File: config.mk
export PLATFORM = sky130hd
export DESIGN_NAME = adc_cal_sequencer
export DESIGN_NICKNAME = d
export VERILOG_FILES = /design/src/rtl/acs_pkg.sv /design/src/rtl/acs_rate_gen.sv /design/src/rtl/acs_wake_timer.sv /design/src/rtl/acs_seq_ctrl.sv /design/src/rtl/acs_ready_flag.sv /design/src/rtl/adc_cal_sequencer.sv
export SDC_FILE = /design/constraint.sdc
export NUM_CORES = 1
export LEC_CHECK = 0
export BUFFER_PORTS_ARGS = -buffer_cell sky130_fd_sc_hd__buf_2
export CAP_MARGIN = 20
export CORE_MARGIN = 2
export CORE_UTILIZATION = 53
export DETAILED_ROUTE_END_ITERATION = 16
export GPL_ROUTABILITY_DRIVEN = 0
export HOLD_SLACK_MARGIN = 0.06
export PLACE_DENSITY = 0.76
export REMOVE_ABC_BUFFERS = 1
export SKIP_LAST_GASP = 1
export SLEW_MARGIN = 20
export SYNTH_ARGS = -nofsm -noshare
export SYNTH_HDL_FRONTEND = slang
export SYNTH_SLANG_ARGS = --single-unit
export TNS_END_PERCENT = 5
File: constraint.sdc
create_clock -name clk -period 2.85 [get_ports clk]
set_clock_uncertainty 0.2 [all_clocks]
set_input_delay 0.285 -clock clk [delete_from_list [all_inputs] [get_ports clk]]
set_output_delay 0.285 -clock clk [all_outputs]
set_load 0.05 [all_outputs]
File: src/rtl/acs_pkg.sv
// Shared types for the calibration sequencer.
// Assumes: mode codes are fixed by the setup-register decode of the host.
package acs_pkg;

    typedef enum logic [2:0] {
        ST_RUN  = 3'd0,
        ST_CAL  = 3'd1,
        ST_CONV = 3'd2,
        ST_PD   = 3'd3,
        ST_WAKE = 3'd4
    } seq_state_t;

    typedef logic [1:0] mode_t;

    localparam mode_t MODE_NORMAL = 2'b00;
    localparam mode_t MODE_SELF   = 2'b01;
    localparam mode_t MODE_ZERO   = 2'b10;
    localparam mode_t MODE_FULL   = 2'b11;

endpackage

File: src/rtl/acs_rate_gen.sv
// Modulator-cycle and output-data-rate tick generator.
// Counts MOD_CLKS master clocks per modulator cycle and odr_div modulator
// cycles per output period (0 treated as 1). A restart clears both counters.
// Assumes: restart is a single-cycle request from the sequencer.
module acs_rate_gen #(
    parameter int MOD_CLKS = 128,
    parameter int ODR_W    = 8
) (
    input  logic             clk,
    input  logic             rst_n,
    input  logic             restart,
    input  logic [ODR_W-1:0] odr_div,
    output logic             mod_tick,
    output logic             odr_tick
);
    localparam int MC_W = $clog2(MOD_CLKS);
    localparam int PW   = ODR_W + 1;

    logic [MC_W-1:0]  mod_cnt;
    logic [ODR_W-1:0] per_cnt;
    logic             per_last;

    // Decode the end of a modulator cycle and of an output period.
    always_comb begin
        mod_tick = (mod_cnt == MC_W'(MOD_CLKS - 1));
        per_last = (PW'(per_cnt) + PW'(1)) >= PW'(odr_div);
        odr_tick = mod_tick && per_last;
    end

    // Advance the modulator and period counters, restarting on request.
    always_ff @(posedge clk) begin
        if (!rst_n || restart) begin
            mod_cnt <= '0;
            per_cnt <= '0;
        end else begin
            mod_cnt <= mod_tick ? '0 : mod_cnt + 1'b1;
            if (mod_tick) begin
                per_cnt <= per_last ? '0 : per_cnt + 1'b1;
            end
        end
    end


    tick_gap_chk: assert property (@(posedge clk) disable iff (!rst_n)
        mod_tick |=> !mod_tick);


    odr_sub_chk: assert property (@(posedge clk) disable iff (!rst_n)
        odr_tick |-> (mod_tick && !$past(odr_tick)));

endmodule

File: src/rtl/acs_wake_timer.sv
// Fixed power-up delay timer.
// Starts on wake_start, raises done for one cycle WAKE_CLKS clocks later.
// Assumes: wake_start does not repeat while the timer is running.
module acs_wake_timer #(
    parameter int WAKE_CLKS = 2000
) (
    input  logic clk,
    input  logic rst_n,
    input  logic wake_start,
    output logic done
);
    localparam int WC_W = $clog2(WAKE_CLKS);

    logic [WC_W-1:0] cnt;
    logic            busy;

    // Flag the last clock of the delay.
    always_comb begin
        done = busy && (cnt == WC_W'(WAKE_CLKS - 1));
    end

    // Run the delay counter between start and done.
    always_ff @(posedge clk) begin
        if (!rst_n) begin
            busy <= 1'b0;
            cnt  <= '0;
        end else if (wake_start) begin
            busy <= 1'b1;
            cnt  <= '0;
        end else if (done) begin
            busy <= 1'b0;
        end else if (busy) begin
            cnt <= cnt + 1'b1;
        end
    end


    wake_once_chk: assert property (@(posedge clk) disable iff (!rst_n)
        done |=> !done);

endmodule

File: src/rtl/acs_seq_ctrl.sv
// Calibration and conversion state machine.
// Accepts calibration commands and power-down writes, counts output periods
// for each calibration and settling conversion, and emits capture and result
// strobes. Assumes ticks come from acs_rate_gen and wake_done from the timer.
module acs_seq_ctrl
    import acs_pkg::*;
#(
    parameter int SELF_CAL_PER  = 6,
    parameter int SELF_CONV_PER = 3,
    parameter int SYS_CAL_PER   = 3,
    parameter int SYS_CONV_PER  = 1,
    parameter int WAKE_CONV_PER = 3
) (
    input  logic  clk,
    input  logic  rst_n,
    input  logic  setup_wr,
    input  mode_t setup_mode,
    input  logic  setup_sync,
    input  logic  comm_wr,
    input  logic  comm_pd,
    input  logic  odr_tick,
    input  logic  wake_done,
    output logic  restart,
    output logic  wake_start,
    output logic  cmd_ok,
    output logic  res_evt,
    output mode_t mode_q,
    output logic  result_vld,
    output logic  cap_zero,
    output logic  cap_full
);
    localparam int MAX_A = (SELF_CAL_PER > SYS_CAL_PER) ? SELF_CAL_PER : SYS_CAL_PER;
    localparam int MAX_B = (SELF_CONV_PER > WAKE_CONV_PER) ? SELF_CONV_PER : WAKE_CONV_PER;
    localparam int MAX_P = (MAX_A > MAX_B) ? MAX_A : MAX_B;
    localparam int REM_W = $clog2(MAX_P + 1);

    seq_state_t       state;
    logic [REM_W-1:0] rem;
    logic             awake;
    logic             pd_req;
    logic             cal_end;
    logic [REM_W-1:0] new_cal_len;
    logic [REM_W-1:0] pend_cal_len;
    logic [REM_W-1:0] conv_len;

    // Period counts for the mode being started, pending or finishing.
    always_comb begin
        new_cal_len  = (setup_mode == MODE_SELF) ? REM_W'(SELF_CAL_PER) : REM_W'(SYS_CAL_PER);
        pend_cal_len = (mode_q == MODE_SELF) ? REM_W'(SELF_CAL_PER) : REM_W'(SYS_CAL_PER);
        conv_len     = (mode_q == MODE_SELF) ? REM_W'(SELF_CONV_PER) : REM_W'(SYS_CONV_PER);
    end

    // Decode requests and the events of this cycle.
    always_comb begin
        awake      = (state == ST_RUN) || (state == ST_CAL) || (state == ST_CONV);
        pd_req     = comm_wr && comm_pd && awake;
        wake_start = comm_wr && !comm_pd && (state == ST_PD);
        cmd_ok     = setup_wr && (setup_mode != MODE_NORMAL) && !setup_sync
                     && awake && !pd_req;
        res_evt    = odr_tick && awake && !pd_req && !cmd_ok
                     && ((state == ST_RUN) || ((state == ST_CONV) && (rem == REM_W'(1))));
        cal_end    = odr_tick && !pd_req && !cmd_ok
                     && (state == ST_CAL) && (rem == REM_W'(1));
        restart    = cmd_ok || ((state == ST_WAKE) && wake_done);
    end

    // Register the one-cycle strobes.
    always_ff @(posedge clk) begin
        if (!rst_n) begin
            result_vld <= 1'b0;
            cap_zero   <= 1'b0;
            cap_full   <= 1'b0;
        end else begin
            result_vld <= res_evt;
            cap_zero   <= cal_end && ((mode_q == MODE_SELF) || (mode_q == MODE_ZERO));
            cap_full   <= cal_end && ((mode_q == MODE_SELF) || (mode_q == MODE_FULL));
        end
    end

    // Sequence state, remaining-period count and mode field.
    always_ff @(posedge clk) begin
        if (!rst_n) begin
            state  <= ST_CONV;
            rem    <= REM_W'(WAKE_CONV_PER);
            mode_q <= MODE_NORMAL;
        end else if (pd_req) begin
            state <= ST_PD;
        end else if (wake_start) begin
            state <= ST_WAKE;
        end else if (cmd_ok) begin
            state  <= ST_CAL;
            rem    <= new_cal_len;
            mode_q <= setup_mode;
        end else if ((state == ST_WAKE) && wake_done) begin
            if (mode_q != MODE_NORMAL) begin
                state <= ST_CAL;
                rem   <= pend_cal_len;
            end else begin
                state <= ST_CONV;
                rem   <= REM_W'(WAKE_CONV_PER);
            end
        end else if (odr_tick) begin
            case (state)
                ST_CAL: begin
                    if (rem == REM_W'(1)) begin
                        state  <= ST_CONV;
                        rem    <= conv_len;
                        mode_q <= MODE_NORMAL;
                    end else begin
                        rem <= rem - 1'b1;
                    end
                end
                ST_CONV: begin
                    if (rem == REM_W'(1)) begin
                        state <= ST_RUN;
                    end else begin
                        rem <= rem - 1'b1;
                    end
                end
                default: ;
            endcase
        end
    end


    strobe_mode_chk: assert property (@(posedge clk) disable iff (!rst_n)
        (cap_zero || cap_full) |-> (mode_q == MODE_NORMAL));


    result_mode_chk: assert property (@(posedge clk) disable iff (!rst_n)
        result_vld |-> (mode_q == MODE_NORMAL));


    pd_quiet_chk: assert property (@(posedge clk) disable iff (!rst_n)
        ($past(state) == ST_PD) |-> !(result_vld || cap_zero || cap_full));

endmodule

File: src/rtl/acs_ready_flag.sv
// Active-low data-ready flag.
// Falls on a result, rises on a data read, and after a calibration command
// that found it low, rises at the next modulator boundary.
// Assumes: mod_tick restarts together with the command (shared restart).
module acs_ready_flag (
    input  logic clk,
    input  logic rst_n,
    input  logic res_evt,
    input  logic data_rd,
    input  logic cal_cmd,
    input  logic mod_tick,
    output logic drdy_n
);
    logic pend;

    // Update the flag and the pending re-arm request.
    always_ff @(posedge clk) begin
        if (!rst_n) begin
            drdy_n <= 1'b1;
            pend   <= 1'b0;
        end else if (res_evt) begin
            drdy_n <= 1'b0;
            pend   <= 1'b0;
        end else if (data_rd) begin
            drdy_n <= 1'b1;
            pend   <= 1'b0;
        end else if (cal_cmd) begin
            pend <= !drdy_n;
        end else if (pend && mod_tick) begin
            drdy_n <= 1'b1;
            pend   <= 1'b0;
        end
    end


    drdy_fall_chk: assert property (@(posedge clk) disable iff (!rst_n)
        $fell(drdy_n) |-> $past(res_evt));


    drdy_rise_chk: assert property (@(posedge clk) disable iff (!rst_n)
        $rose(drdy_n) |-> $past(data_rd || (pend && mod_tick)));

endmodule

File: src/rtl/adc_cal_sequencer.sv
// Top of the converter calibration and conversion sequencer.
// Ties the rate generator, wake timer, state machine and ready flag together.
// Assumes: host write and read strobes are single-cycle, synchronous to clk.
module adc_cal_sequencer
    import acs_pkg::*;
#(
    parameter int MOD_CLKS      = 128,
    parameter int ODR_W         = 8,
    parameter int WAKE_CLKS     = 2000,
    parameter int SELF_CAL_PER  = 6,
    parameter int SELF_CONV_PER = 3,
    parameter int SYS_CAL_PER   = 3,
    parameter int SYS_CONV_PER  = 1,
    parameter int WAKE_CONV_PER = 3
) (
    input  logic             clk,
    input  logic             rst_n,
    input  logic             setup_wr,
    input  logic [1:0]       setup_mode,
    input  logic             setup_sync,
    input  logic             comm_wr,
    input  logic             comm_pd,
    input  logic             data_rd,
    input  logic [ODR_W-1:0] odr_div,
    output logic             drdy_n,
    output logic [1:0]       mode_q,
    output logic             result_vld,
    output logic             cap_zero,
    output logic             cap_full
);
    logic restart;
    logic mod_tick;
    logic odr_tick;
    logic wake_start;
    logic wake_done;
    logic cmd_ok;
    logic res_evt;

    acs_rate_gen #(
        .MOD_CLKS (MOD_CLKS),
        .ODR_W    (ODR_W)
    ) u_rate (
        .clk      (clk),
        .rst_n    (rst_n),
        .restart  (restart),
        .odr_div  (odr_div),
        .mod_tick (mod_tick),
        .odr_tick (odr_tick)
    );

    acs_wake_timer #(
        .WAKE_CLKS (WAKE_CLKS)
    ) u_wake (
        .clk        (clk),
        .rst_n      (rst_n),
        .wake_start (wake_start),
        .done       (wake_done)
    );

    acs_seq_ctrl #(
        .SELF_CAL_PER  (SELF_CAL_PER),
        .SELF_CONV_PER (SELF_CONV_PER),
        .SYS_CAL_PER   (SYS_CAL_PER),
        .SYS_CONV_PER  (SYS_CONV_PER),
        .WAKE_CONV_PER (WAKE_CONV_PER)
    ) u_ctrl (
        .clk        (clk),
        .rst_n      (rst_n),
        .setup_wr   (setup_wr),
        .setup_mode (setup_mode),
        .setup_sync (setup_sync),
        .comm_wr    (comm_wr),
        .comm_pd    (comm_pd),
        .odr_tick   (odr_tick),
        .wake_done  (wake_done),
        .restart    (restart),
        .wake_start (wake_start),
        .cmd_ok     (cmd_ok),
        .res_evt    (res_evt),
        .mode_q     (mode_q),
        .result_vld (result_vld),
        .cap_zero   (cap_zero),
        .cap_full   (cap_full)
    );

    acs_ready_flag u_rdy (
        .clk      (clk),
        .rst_n    (rst_n),
        .res_evt  (res_evt),
        .data_rd  (data_rd),
        .cal_cmd  (cmd_ok),
        .mod_tick (mod_tick),
        .drdy_n   (drdy_n)
    );

endmodule

==> results.py, run 1 <==
metrics = {
    "worst_hold_path": {
        "hold_class": "input pin to register",
        "hold_end": "u_rdy.drdy_n",
        "min_path_cells": 3,
        "min_from": "data_rd",
    },
    "global_routing": {
        "grt_pass1_wl_mm": 8.12,
        "grt_max_degree": 19,
        "grt_use_total": 0.199,
        "grt_antenna_before_repair": 0,
        "global_route.overflow_total": 0,
        "grt_pass1_vias": 1900,
    },
    "critical_path": {
        "r2r-end": "u_rate.per_cnt[0]",
        "r2r_setup_slack_ns": 0.05,
        "cpPeakStageDelay_ns": 0.36,
        "slowest_stage": "dfxtp_2",
        "rr_worst_depth": 12,
        "worst_ep_required_time_ns": 2.88,
        "worst-endpoint-arrival_ns": 2.83,
        "r2r_start": "u_rate.per_cnt[1]",
        "critical_path_peak_fanout": 8,
        "path_class": "register to register",
        "cp-end-kind": "register",
        "path_buf_inv": 1,
        "crit_chain": "ha_4 > and3_4 > nand3_4 > xnor2_2 > ha_1 > a21oi_2 > nand2_2 > a221oi_4 > buf_6 > nand4_4 > nor2_4 > mux2_4",
        "cpLargestDelayFamily": "simple AND/OR/NAND/NOR gates",
        "cp-start-kind": "register",
    },
    "floorplan": {
        "num_rows": 23,
        "pin_count": 23,
        "die_w_um": 69.7,
        "core_um2": 4090,
        "die_h_um": 69.7,
        "start_util": 0.559,
        "die-area_um2": 4850,
    },
    "cts": {
        "hold_buffers": 0,
        "clockBufferDepth": 2,
        "htreeDepth": 2,
        "clk_pin_slew_worst_paths_ns": 0.08,
        "cts_tree": "built",
        "clock-root-buffer": "clkbuf_8",
        "cts_made_buffers": 5,
        "cts_num_sinks": 40,
        "clock_latency_ns": 0.29,
    },
    "power_and_ir_drop": {
        "power_frac_comb": 0.110,
        "p_int_uw": 794,
        "power-per-cell-area_nw_per_um2": 399,
        "swShare": 0.257,
        "p_sw_uw": 275,
        "p_leak_nw": 1.25,
        "fin_total_pwr_mw": 1.07,
        "power.share.clock": 0.345,
        "peakVddDrop_v": 0.000301,
        "seq_power_share": 0.545,
    },
    "sta": {
        "fin_crit_ns": 2.80,
        "fmax_mhz": 357,
        "slew_viol_final": 0,
        "tightest_slew_ns": 0.666,
        "finalHoldViolCount": 0,
        "fin_ws_ns": 0.0520,
        "max-slew-margin-rel": 0.555,
        "period_share": 0.982,
        "rsz0062_at_grt": "true",
        "setup_violations": 0,
    },
    "final_layout": {
        "antenna_cells": 0,
        "area_growth_syn_to_layout_pct": 17.4,
        "layout-drive-gt1-share": 0.214,
        "fin_area_um2": 2680,
        "nets": 328,
        "final_cells": 345,
    },
    "drt": {
        "dr_total_vias": 1958,
        "avgRoutedWirePerCell_um": 13.5,
        "final_antenna_net_count": 0,
        "totalWireLength_mm": 4.67,
        "drc": 0,
        "dr.pass1.iters": 4,
        "vias_per_cell": 5.68,
        "drtIter0Drc": 96,
    },
    "logic_synthesis": {
        "synth_top_area_frac": 0.350,
        "yosys-top-cells-area": "dfxtp_1, ha_1, nor2_1",
        "ys_seq_area_frac": 0.350,
        "synth.distinct_cells": 57,
        "synthFlopType": "dfxtp_1",
        "syn_avg_cell_area_um2": 8.82,
        "synthArstFlopShare": 0,
        "yosys.area.top_type": "dfxtp_1",
        "synth_edf_count": 0,
        "synth_most_common_cell": "dfxtp_1",
        "synth_cells": 259,
        "synth_seq_cells": 40,
        "ys_warn_count": 0,
        "synth_common_cells": "dfxtp_1, nor2_1, nand2_1, ha_1, inv_1",
        "netlist_area_um2": 2280,
    },
    "run_status": {
        "status": "finished clean",
    },
    "job": {
        "maxCapViolCount": 0,
    },
    "placement": {
        "dp_hpwl_mm": 3.42,
        "dp.cells": 333,
        "post-place-ws_ns": -0.0500,
        "port_buffers": 22,
        "place_area_um2": 2480,
    },
}
## sequential cells by signal, indices dropped and copies added (netlist names), 2 cells and up
signal and cells:
u_ctrl.rem 3, u_ctrl.mode_q 2, u_ctrl.state 3, u_wake.cnt 11, u_rate.per_cnt 8, u_rate.mod_cnt 7
## power groups by stage
stage	registers [mW]	logic [mW]	clock network, mW
floorplan	0.598	0.0726	0
global placement	0.596	0.110	0
detailed placement	0.597	0.113	0
CTS	0.584	0.114	0.376
global route	0.585	0.133	0.392
finish	0.583	0.117	0.369
## worst max path at each step
stage / from / endpoint / slack, ns / cells past startpoint
final: u_rate.per_cnt[1] / u_rate.per_cnt[0] / 0.05 / 12
after global routing: u_rate.per_cnt[4] / u_rate.per_cnt[0] / -0.1 / 11
after CTS: u_rate.per_cnt[1] / u_rate.per_cnt[0] / 0.01 / 12
after detailed placement: u_rate.per_cnt[0] / u_ctrl.state[1] / -0.05 / 12
after global placement: u_rate.per_cnt[0] / u_ctrl.state[1] / 0.05 / 12
after floorplan: u_rate.per_cnt[0] / u_ctrl.mode_q[0] / -0.04 / 11
## placed cells by master, fill, tap and decap left out, types with 4 or more instances in the layout
master / Yosys / layout
buf_2: 1 / 22
ha_1: 17 / 16
buf_4: 0 / 11
a22o_1: 7 / 7
o21ai_1: 4 / 4
nand3_1: 13 / 12
dfxtp_1: 40 / 38
nand2_1: 20 / 19
xnor2_1: 11 / 9
nor2_1: 27 / 27
and3_1: 8 / 7
inv_1: 16 / 16
clkbuf_8: 1 / 5
xor2_1: 8 / 8
o21ai_0: 8 / 8
a21oi_1: 15 / 14
## kinds of logic (layout without fill, tap and decap cells)
group           after synthesis  after routing  synth area share
simple gates                101            101             0.254
fa+ha+maj                    17             17            0.0931
flops                        40             40             0.350
compound gates               57             57             0.172
xor+xnor                     19             19            0.0728
mux                           3              3            0.0137
buf+inv                      22             58            0.0444
## worst min-delay path: stages
cell	delay, ns
buf_2	0.10
nor3b_1	0.05
a21oi_1	0.12
## timing repair
action / 4_1_cts / 5_1_grt
gates cloned: 0 / 0
setup endpoints to repair: 2 / 16
buffers inserted: 1 / 3
gates resized for setup: 1 / 17
pin swaps: 1 / 10
## final cells by class
type / count / area [um^2]
sequential: 40 / 806
clock buffer: 7 / 76.3
inverter: 16 / 60.1
timing repair buffer: 34 / 204
multi-input combinational: 197 / 1460
tap: 50 / 62.6
clock inverter: 1 / 8.76
fill: 339 / 1410
## per-layer routing
layer,share of wire,track usage
met1,0.48,0.255
met2,0.48,0.334
met3,0.033,0.0436
met4,0.015,0.0641
met5,0,0
## per-stage QoR
stage / setup TNS, ns / hold slack [ns] / util
after floorplan: -0.0892 / 0.192 / -
after global placement: 0 / 0.227 / 0.606
after detailed placement: -0.0500 / 0.242 / 0.606
after CTS: 0 / 0.0888 / 0.631
after global routing: -0.714 / 0.108 / 0.656
final: 0 / 0.0960 / 0.656
(Power assumes the default switching activity.)
==> run 2, diff against run 1 <==
CORE_UTILIZATION = 54   (was 53)
SKIP_LAST_GASP = not set   (was 1)
SYNTH_HIERARCHICAL = 1   (was not set)
==> run 2 against run 1 <==
Critical endpoint is now u_ctrl/rem[2]; fmax decreased by 1.8%; first-iteration DRC count increased by 25%; sequential power increased by 1%; setup slack got worse by 0.053 ns; worst hold slack got worse by 0.026 ns; utilization decreased by 0.11 points; critical path depth unchanged; combinational power increased by 22%; sequential share of layout area decreased by 3.3 points; count of clock-buffer cells in the layout decreased by 2; the run now ends with setup timing left.
==> results.py, run 2 <==
metrics = {
    "run_status": {
        "status": "complete, but fails checks",
        "violations": "setup timing",
    },
    "critical_path": {
        "path_class": "register to register",
        "rr_worst_depth": 12,
        "r2r-end": "u_ctrl/rem[2]",
        "worst_ep_required_time_ns": 2.84,
        "slowest_stage": "dfxtp_4",
        "crit_chain": "ha_4 > nand4_1 > xnor2_1 > ha_1 > a211oi_2 > nand2_1 > a211oi_4 > a21oi_2 > nand2b_1 > o221ai_2 > and2_4 > o221a_1",
        "cp-end-kind": "register",
        "critical_path_peak_fanout": 4,
        "r2r_start": "u_rate/per_cnt[0]",
        "cp-start-kind": "register",
        "cpPeakStageDelay_ns": 0.37,
        "worst-endpoint-arrival_ns": 2.84,
        "r2r_setup_slack_ns": -0.0007,
    },
    "cts": {
        "cts_num_sinks": 40,
        "htreeDepth": 2,
        "hold_buffers": 0,
        "clock_latency_ns": 0.30,
        "cts_made_buffers": 5,
        "clk_pin_slew_worst_paths_ns": 0.08,
        "clock-root-buffer": "clkbuf_8",
        "clockBufferDepth": 2,
        "cts_tree": "built",
    },
    "logic_synthesis": {
        "synth.distinct_cells": 61,
        "synthArstFlopShare": 0,
        "synth_common_cells": "dfxtp_1, inv_1, a21oi_1, nand2_1, ha_1",
        "synth_most_common_cell": "dfxtp_1",
        "yosys-top-cells-area": "dfxtp_1, ha_1, a21oi_1",
        "synth_edf_count": 0,
        "netlist_area_um2": 2570,
        "syn_avg_cell_area_um2": 8.49,
        "synth_seq_cells": 40,
        "ys_warn_count": 6,
        "ys_seq_area_frac": 0.311,
        "yosys.area.top_type": "dfxtp_1",
        "synthFlopType": "dfxtp_1",
        "synth_top_area_frac": 0.311,
        "synth_cells": 303,
    },
    "power_and_ir_drop": {
        "peakVddDrop_v": 0.000375,
        "swShare": 0.257,
        "power-per-cell-area_nw_per_um2": 395,
        "power.share.clock": 0.392,
        "p_sw_uw": 310,
        "fin_total_pwr_mw": 1.21,
        "p_int_uw": 896,
        "power_frac_comb": 0.119,
        "p_leak_nw": 1.31,
        "seq_power_share": 0.490,
    },
    "drt": {
        "drtIter0Drc": 120,
        "dr.pass1.iters": 4,
        "totalWireLength_mm": 5.50,
        "drc": 0,
        "final_antenna_net_count": 0,
        "avgRoutedWirePerCell_um": 13.8,
        "dr_total_vias": 2268,
        "vias_per_cell": 5.70,
    },
    "sta": {
        "setup_violations": 1,
        "fin_crit_ns": 2.85,
        "tightest_slew_ns": 0.563,
        "setup_tns_ns": -0.000699,
        "period_share": 1.00,
        "max-slew-margin-rel": 0.622,
        "rsz0062_at_grt": "true",
        "fin_ws_ns": -0.000699,
        "whs_ns": 0.0703,
        "slew_viol_final": 0,
        "fmax_mhz": 351,
        "finalHoldViolCount": 0,
    },
    "global_routing": {
        "grt_pass1_vias": 2190,
        "grt_antenna_before_repair": 0,
        "global_route.overflow_total": 0,
        "grt_pass1_wl_mm": 9.27,
        "grt_max_degree": 20,
        "grt_use_total": 0.220,
    },
    "worst_hold_path": {
        "hold_class": "input pin to register",
        "min_from": "data_rd",
        "hold_end": "u_rdy/pend",
        "min_path_cells": 3,
    },
    "floorplan": {
        "pin_count": 23,
        "die-area_um2": 5330,
        "die_h_um": 73.0,
        "num_rows": 25,
        "start_util": 0.552,
        "die_w_um": 73.0,
        "core_um2": 4660,
    },
    "final_layout": {
        "layout-drive-gt1-share": 0.256,
        "regMostFlops": "u_wake/cnt",
        "layout_common_cells": "dfxtp_1, buf_2, inv_1, buf_4, nand2_1",
        "antenna_cells": 0,
        "nets": 377,
        "largestRegisters": "u_wake/cnt (11), u_rate/per_cnt (8), u_rate/mod_cnt (7)",
        "final_core_util": 0.655,
        "area_growth_syn_to_layout_pct": 18.7,
        "largest_reg_flops": 11,
        "layout_commonest_cell": "dfxtp_1",
        "fin_area_um2": 3050,
    },
    "placement": {
        "place_area_um2": 2810,
        "dp_hpwl_mm": 3.99,
        "port_buffers": 22,
    },
    "job": {
        "maxCapViolCount": 0,
    },
}
## run 2: cell types whose count changed in the layout (fill, tap and decap cells not counted), moves of 4 or more
| cell | previous run | this run |
|---|---|---|
| nor2_1 | 27 | 11 |
| dfxtp_1 | 38 | 34 |
| a22o_1 | 7 | 0 |
| a21oi_1 | 14 | 19 |
| buf_4 | 11 | 22 |
| a31oi_1 | 2 | 6 |
| nand4_1 | 3 | 11 |
| nand2b_1 | 3 | 9 |
| xor2_1 | 8 | 2 |
| nor3_1 | 0 | 6 |
| o31ai_1 | 1 | 5 |
| nor2b_1 | 3 | 9 |
| inv_1 | 16 | 22 |
## run 2: stage by stage
step,std cells,setup WS [ns]
finish,398,-0.000699
global route,398,-0.171
CTS,394,0.00247
detailed placement,385,-0.0811
global placement,385,0.00790
floorplan,290,-0.286
## run 2: routing by layer
layer / GRT usage / part of all wire
met5: 0 / 0
met2: 0.361 / 0.49
met4: 0.105 / 0.023
met1: 0.273 / 0.46
met3: 0.0442 / 0.027
## run 2: cells by family (layout without fill, tap and decap cells)
kind of cell	after synthesis	after routing	synth area share
simple gates	120	120	0.283
compound gates	77	77	0.214
flops	40	40	0.311
buf+inv	36	77	0.0652
fa+ha+maj	17	17	0.0827
xor+xnor	12	12	0.0409
mux	1	1	0.00389
## run 2: final cells by class
| type | instances | area [um^2] |
|---|---|---|
| flip-flops and latches | 40 | 816 |
| well taps | 54 | 67.6 |
| clock buffers | 5 | 68.8 |
| clock inverters | 3 | 47.5 |
| inverters | 23 | 86.3 |
| multi-input cells | 227 | 1670 |
| repair buffers | 46 | 298 |
| fillers | 400 | 1610 |
## run 2: power by group through the flow
| stage | Clock (mW) | Combinational [mW] | Sequential, mW |
|---|---|---|---|
| after floorplan | 0 | 0.0902 | 0.606 |
| after global placement | 0 | 0.131 | 0.606 |
| after detailed placement | 0 | 0.134 | 0.606 |
| after CTS | 0.490 | 0.137 | 0.593 |
| after global routing | 0.510 | 0.159 | 0.594 |
| final | 0.472 | 0.143 | 0.590 |
## run 2: what timing repair did
action                                 4_1_cts  5_1_grt
pin swaps                                    2       14
resized for setup                            6       22
setup endpoints to repair                    8       12
buffers inserted                             1        4
endpoints found under the hold margin        0        0
## run 2: worst max path at each step
stage                            from              end  depth (start not counted)
floorplan           u_rate/per_cnt[0]    u_ctrl/rem[2]                         12
global placement    u_rate/per_cnt[0]    u_ctrl/rem[2]                         12
detailed placement  u_rate/per_cnt[1]    u_ctrl/rem[2]                         12
CTS                 u_rate/per_cnt[3]    u_ctrl/rem[2]                         13
global route        u_rate/per_cnt[0]  u_ctrl/state[0]                         16
finish              u_rate/per_cnt[0]    u_ctrl/rem[2]                         12
## run 2: worst max-delay path, delay by kind of cell, from the launching register on
kind	cells	cell delay, ns
compound gates	5	1.01
xor+xnor	1	0.16
fa+ha+maj	2	0.46
flops	1	0.37
simple gates	4	0.55
